`config.mk`:
```
export PLATFORM = sky130hd
export DESIGN_NAME = bitplane_correlator
export DESIGN_NICKNAME = d
export VERILOG_FILES = /design/src/rtl/corr_pkg.sv /design/src/rtl/sample_bank.sv /design/src/rtl/weight_ring.sv /design/src/rtl/plane_sum.sv /design/src/rtl/bitplane_correlator.sv
export SDC_FILE = /design/constraint.sdc
export NUM_CORES = 1
export LEC_CHECK = 0
export ABC_AREA = 0
export BUFFER_PORTS_ARGS = -buffer_cell sky130_fd_sc_hd__buf_2
export CORE_MARGIN = 8
export CORE_UTILIZATION = 60
export DETAILED_ROUTE_END_ITERATION = 10
export PLACE_DENSITY = 0.77
export SYNTH_ARGS = -nofsm -noshare
export SYNTH_HDL_FRONTEND = slang
export SYNTH_SLANG_ARGS = --single-unit
```
`constraint.sdc`:
```
create_clock -name clk -period 16.4 [get_ports clk]
set_clock_uncertainty 0.2 [all_clocks]
set_input_delay 3.28 -clock clk [delete_from_list [all_inputs] [get_ports clk]]
set_output_delay 3.28 -clock clk [all_outputs]
set_load 0.005 [all_outputs]
```
`src/rtl/corr_pkg.sv`:
```
`timescale 1ns/1ps
package corr_pkg;
  localparam int CELL_COUNT = 8;
  localparam int SAMPLE_BITS = 8;
  localparam int PLANE_COUNT = 4;
endpackage

```
`src/rtl/sample_bank.sv`:
```
`timescale 1ns/1ps
module sample_bank #(
  parameter int N = corr_pkg::CELL_COUNT,
  parameter int W = corr_pkg::SAMPLE_BITS
) (
  input  logic                clk,
  input  logic                rst_n,
  input  logic                wr_en,
  input  logic [W-1:0]        wr_data,
  output logic [N-1:0][W-1:0] cells
);
  localparam int PW = (N > 1) ? $clog2(N) : 1;
  localparam logic [PW-1:0] LAST = PW'(N - 1);

  logic [PW-1:0]        ptr_q, ptr_d;
  logic [N-1:0][W-1:0]  cells_q, cells_d;

  always_comb begin
    ptr_d   = ptr_q;
    cells_d = cells_q;
    if (wr_en) begin
      cells_d[ptr_q] = wr_data;
      ptr_d = (ptr_q == LAST) ? '0 : ptr_q + 1'b1;
    end
  end

  always_ff @(posedge clk or negedge rst_n) begin
    if (!rst_n) begin
      ptr_q   <= '0;
      cells_q <= '0;
    end else begin
      ptr_q   <= ptr_d;
      cells_q <= cells_d;
    end
  end

  assign cells = cells_q;


  ptr_wrap_chk: assert property (@(posedge clk) disable iff (!rst_n)
    (wr_en && ptr_q == LAST) |=> (ptr_q == '0));

  cells_hold_chk: assert property (@(posedge clk) disable iff (!rst_n)
    !wr_en |=> $stable(cells_q));
endmodule

```
`src/rtl/weight_ring.sv`:
```
`timescale 1ns/1ps
module weight_ring #(
  parameter int N = corr_pkg::CELL_COUNT,
  parameter int P = corr_pkg::PLANE_COUNT
) (
  input  logic                clk,
  input  logic                rst_n,
  input  logic                step,
  input  logic [P-1:0]        load,
  input  logic [N-1:0]        word,
  output logic [P-1:0][N-1:0] planes
);
  logic [P-1:0][N-1:0] ring_q, ring_d;

  for (genvar p = 0; p < P; p++) begin : g_plane
    always_comb begin
      if (load[p])
        ring_d[p] = word;
      else if (step)
        ring_d[p] = {ring_q[p][N-2:0], ring_q[p][N-1]};
      else
        ring_d[p] = ring_q[p];
    end


    rot_wrap_chk: assert property (@(posedge clk) disable iff (!rst_n)
      (step && !load[p]) |=> (ring_q[p][0] == $past(ring_q[p][N-1])));

    rot_count_chk: assert property (@(posedge clk) disable iff (!rst_n)
      (!load[p]) |=> ($countones(ring_q[p]) == $countones($past(ring_q[p]))));

    load_chk: assert property (@(posedge clk) disable iff (!rst_n)
      load[p] |=> (ring_q[p] == $past(word)));
  end

  always_ff @(posedge clk or negedge rst_n) begin
    if (!rst_n) ring_q <= '0;
    else        ring_q <= ring_d;
  end

  assign planes = ring_q;
endmodule

```
`src/rtl/plane_sum.sv`:
```
`timescale 1ns/1ps
module plane_sum #(
  parameter int N  = corr_pkg::CELL_COUNT,
  parameter int W  = corr_pkg::SAMPLE_BITS,
  parameter int P  = corr_pkg::PLANE_COUNT,
  parameter int RW = W + $clog2(N) + P
) (
  input  logic [N-1:0][W-1:0] cells,
  input  logic [P-1:0][N-1:0] planes,
  output logic [RW-1:0]       total
);
  logic [P-1:0][RW-1:0] part;

  for (genvar p = 0; p < P; p++) begin : g_part
    always_comb begin
      part[p] = '0;
      for (int k = 0; k < N; k++)
        if (planes[p][k]) part[p] = part[p] + RW'(cells[k]);
    end
  end

  always_comb begin
    total = '0;
    for (int p = 0; p < P; p++)
      total = total + (part[p] << p);
  end
endmodule

```
`src/rtl/bitplane_correlator.sv`:
```
`timescale 1ns/1ps
module bitplane_correlator #(
  parameter int N = corr_pkg::CELL_COUNT,
  parameter int W = corr_pkg::SAMPLE_BITS,
  parameter int P = corr_pkg::PLANE_COUNT
) (
  input  logic                       clk,
  input  logic                       rst_n,
  input  logic                       wr_en,
  input  logic [W-1:0]               wr_data,
  input  logic                       step,
  input  logic [P-1:0]               plane_load,
  input  logic [N-1:0]               plane_word,
  output logic [W+$clog2(N)+P-1:0]   corr_out
);
  localparam int RW = W + $clog2(N) + P;
  localparam longint MAX_RES = longint'(N) * ((64'd1 << W) - 1) * ((64'd1 << P) - 1);

  logic [N-1:0][W-1:0] cells_nx;
  logic [P-1:0][N-1:0] planes_nx;
  logic [N-1:0][W-1:0] cells_q;
  logic [P-1:0][N-1:0] planes_q;
  logic [RW-1:0]       sum_nx;
  logic [RW-1:0]       res_q, res_d;

  sample_bank #(.N(N), .W(W)) u_bank (
    .clk(clk), .rst_n(rst_n), .wr_en(wr_en), .wr_data(wr_data), .cells(cells_q)
  );

  weight_ring #(.N(N), .P(P)) u_ring (
    .clk(clk), .rst_n(rst_n), .step(step), .load(plane_load),
    .word(plane_word), .planes(planes_q)
  );

  // Next-state view: this cycle's write, load and rotation applied before summing
  logic [$clog2(N)-1:0] wp_q;
  always_ff @(posedge clk or negedge rst_n) begin
    if (!rst_n)     wp_q <= '0;
    else if (wr_en) wp_q <= (wp_q == ($clog2(N))'(N - 1)) ? '0 : wp_q + 1'b1;
  end

  always_comb begin
    cells_nx = cells_q;
    if (wr_en) cells_nx[wp_q] = wr_data;
    for (int p = 0; p < P; p++) begin
      if (plane_load[p])
        planes_nx[p] = plane_word;
      else
        planes_nx[p] = {planes_q[p][N-2:0], planes_q[p][N-1]};
    end
  end

  plane_sum #(.N(N), .W(W), .P(P), .RW(RW)) u_sum (
    .cells(cells_nx), .planes(planes_nx), .total(sum_nx)
  );

  always_comb begin
    res_d = res_q;
    if (step) res_d = sum_nx;
  end

  always_ff @(posedge clk or negedge rst_n) begin
    if (!rst_n) res_q <= '0;
    else        res_q <= res_d;
  end

  assign corr_out = res_q;


  hold_chk: assert property (@(posedge clk) disable iff (!rst_n)
    !step |=> $stable(corr_out));

  no_overflow_chk: assert property (@(posedge clk) disable iff (!rst_n)
    longint'(corr_out) <= MAX_RES);

  zero_weight_chk: assert property (@(posedge clk) disable iff (!rst_n)
    (step && plane_load == '1 && plane_word == '0) |=> (corr_out == '0));
endmodule

```
==> impl_metrics.yaml <==
outcome:
  outcome: "finished clean"
floorplanning:
  dieArea_um2: 38600
  core-area_um2: 32300
  num_rows: 66
  start_util: 0.605
  fp.dieW_um: 196
  die_h_um: 196
  pin_count: 39
placed_design:
  io_buffers: 38
  gp_congestion: 0.944
  hpwl_um: 44200
logic_synthesis:
  syn_nets: 2530
  async_flop_share: 1.00
  synthMuxAreaShare: 0.179
  synth_xor_area_frac: 0.0885
  synth_fa_ha_area_frac: 0.208
  yosys.area_share.simple: 0.112
  synth_area_um2: 19500
  syn_inst: 2213
  synthFlopType: "dfrtp_1"
  synth_cell_type_count: 87
  synth_top_family_by_area: "compound AO/OA/AOI/OAI gates"
  synth-compound-area-share: 0.226
  ys_seq_elements: 117
  yosysSeqAreaShare: 0.150
  synth-edff-count: 0
  yosys_warnings: 0
  syn_avg_cell_area_um2: 8.83
clock_tree:
  cts_root_buf: "clkbuf_16"
  post_cts_buffers: 0
  cts_tree: "yes"
  cts.sinks: 117
  cts_resized: 0
  cts_made_buffers: 17
  cts_max_path_buffers: 2
  clock_latency_ns: 0.46
  cts_max_level: 4
  clk_pin_slew_worst_paths_ns: 0.06
  cts_hold_buf: 0
sta:
  tns_ns: 0
  post-route-min-period_ns: 15.23
  fin_crit_sh: 0.928
  rsz0062_at_grt: "false"
  finalMaxSlewViolations: 0
  fin_hold_ws_ns: 0.288
  worst_pin_slew_ns: 1.28
  max_freq_mhz: 65.7
  finalSetupViolCount: 0
  slew_headroom: 0.119
  finalHoldViolCount: 0
worst_setup_path:
  cp_slowest_stage_delay_ns: 0.56
  critPathCaptureType: "register"
  critPathMaxFanout: 19
  startpoint: "wr_en"
  start_kind: "input port"
  r2r_start: "wp_q[2]"
  crit_type: "input port to register"
  cp_slowest_cell: "fa_1"
  crit_top_cell: "ha_1"
  cp.required_ns: 16.53
  critPathArrivalTime_ns: 15.36
cells_and_area:
  multiInputGateArea_um2: 15900
  nets: 2556
  drive_above_1_share: 0.179
  regArea_um2: 2930
  area_growth_pct: 6.59
  nFillCells: 2662
drt:
  viasPerCell: 6.32
  routed_wl_um: 55000
  firstDrtPassIters: 5
  vias: 17000
  postRouteAntennaNets: 0
  drc: 0
  drt-wirelength-per-cell_um: 20.4
  drtIter0Drc: 1225
flow_run:
  cap_viol_max_count: 0
grt:
  grt-ovfl-total: 0
  grt_use_total: 0.286
  grt_pass1_vias: 16900
  grt_max_degree: 62
  grt_pass1_wl_um: 88500
  antenna_found_initial: 2
worst_hold_path:
  hp-start: "corr_out[14]"
  hp-class: "register to register"
## metrics by stage
| step | setup slack (ns) | util | instance area (µm²) | instances |
|---|---|---|---|---|
| after floorplan | 2.31 | - | 19500 | 2213 |
| after global placement | 1.46 | 0.627 | 20300 | 2662 |
| after detailed placement | 1.07 | 0.627 | 20300 | 2662 |
| after CTS | 1.40 | 0.645 | 20800 | 2692 |
| after global routing | 0.442 | 0.645 | 20800 | 2692 |
| final | 1.17 | 0.645 | 20800 | 2694 |
## layer usage
| metal | vias up | routed length [µm] | share of wire | track usage |
|---|---|---|---|---|
| li1 | 8176 | - | - | - |
| met1 | 8160 | 23700 | 0.43 | 0.350 |
| met2 | 518 | 25900 | 0.47 | 0.487 |
| met3 | 161 | 2410 | 0.044 | 0.0389 |
| met4 | 0 | 3060 | 0.056 | 0.150 |
| met5 | - | 0 | 0 | 0 |
## state kept, by name (all words and copies together), names as in the netlist
| register | cells |
|---|---|
| corr_out | 15 |
| u_bank.cells | 64 |
| u_bank.ptr_q | 3 |
| u_ring.planes | 32 |
| wp_q | 3 |
## kinds of logic after synthesis
family	after synthesis
simple gates	460
buf+inv	181
fa+ha+maj	293
flops	117
other cells	1
xor+xnor	185
mux	316
compound gates	660
## cells in the final DEF (no fill, tap or decap), types with 49 or more instances in the layout
master,instances
ha_1,241
mux2i_1,58
mux2_2,255
nor2_1,219
o21ai_0,107
inv_1,122
o21bai_1,59
xor2_1,49
a21oi_1,212
a21o_1,84
xnor2_1,127
fa_1,52
nand2_1,67
dfrtp_1,117
## critical path, delay by kind of cell
kind,cells,cell delay (ns)
AO/OA/AOI/OAI,23,4.09
adder cells (fa/ha/maj),11,3.93
AND/OR/NAND/NOR,12,2.03
multiplexers,2,0.72
buffers and inverters,4,0.69
XOR/XNOR,4,0.60
## cell type report
cell class | count | share of cell area
Antenna cell | 2 | 0.000240
Clock buffer | 20 | 0.0210
Clock inverter | 10 | 0.00643
Inverter | 122 | 0.0220
Multi-Input combinational cell | 1915 | 0.764
Sequential cell | 117 | 0.141
Tap cell | 442 | 0.0265
Timing Repair Buffer | 66 | 0.0193
## cell usage after synthesis, types with 8 or more instances
cell      number  area [µm²]
mux2_2       255        2870
ha_1         241        3020
nor2_1       219         822
a21oi_1      212        1060
xnor2_1      127        1110
inv_1        122         458
dfrtp_1      117        2930
o21ai_0      107         536
a21o_1        84         631
nand2_1       67         251
o21bai_1      59         443
mux2i_1       58         581
fa_1          52        1040
xor2_1        49         429
clkbuf_1      45         169
a211oi_1      37         278
nor2b_1       33         206
o21a_1        32         240
nor3_1        23         115
nand2b_1      19         119
o31ai_1       16         120
nand3_1       15        75.1
o31a_1        15         131
or2_2         11        68.8
and2_1        10        62.6
or3_1         10        62.6
o211a_1        9        90.1
buf_2          8        40.0
## final timing paths
path	endpoint	slack [ns]	cells past startpoint
setup reg to reg	corr_out[14]	3.74	55
hold reg to reg	corr_out[14]	0.29	2
min in group asynchronous	u_bank.cells[59]	2.77	1
setup / recovery	corr_out[14]	1.17	56
max in group asynchronous	u_bank.cells[16]	11.93	2
hold / removal	corr_out[14]	0.29	2
Power is not shown: default switching activity piles up to over one toggle a cycle in this logic, so the estimate is an artifact.
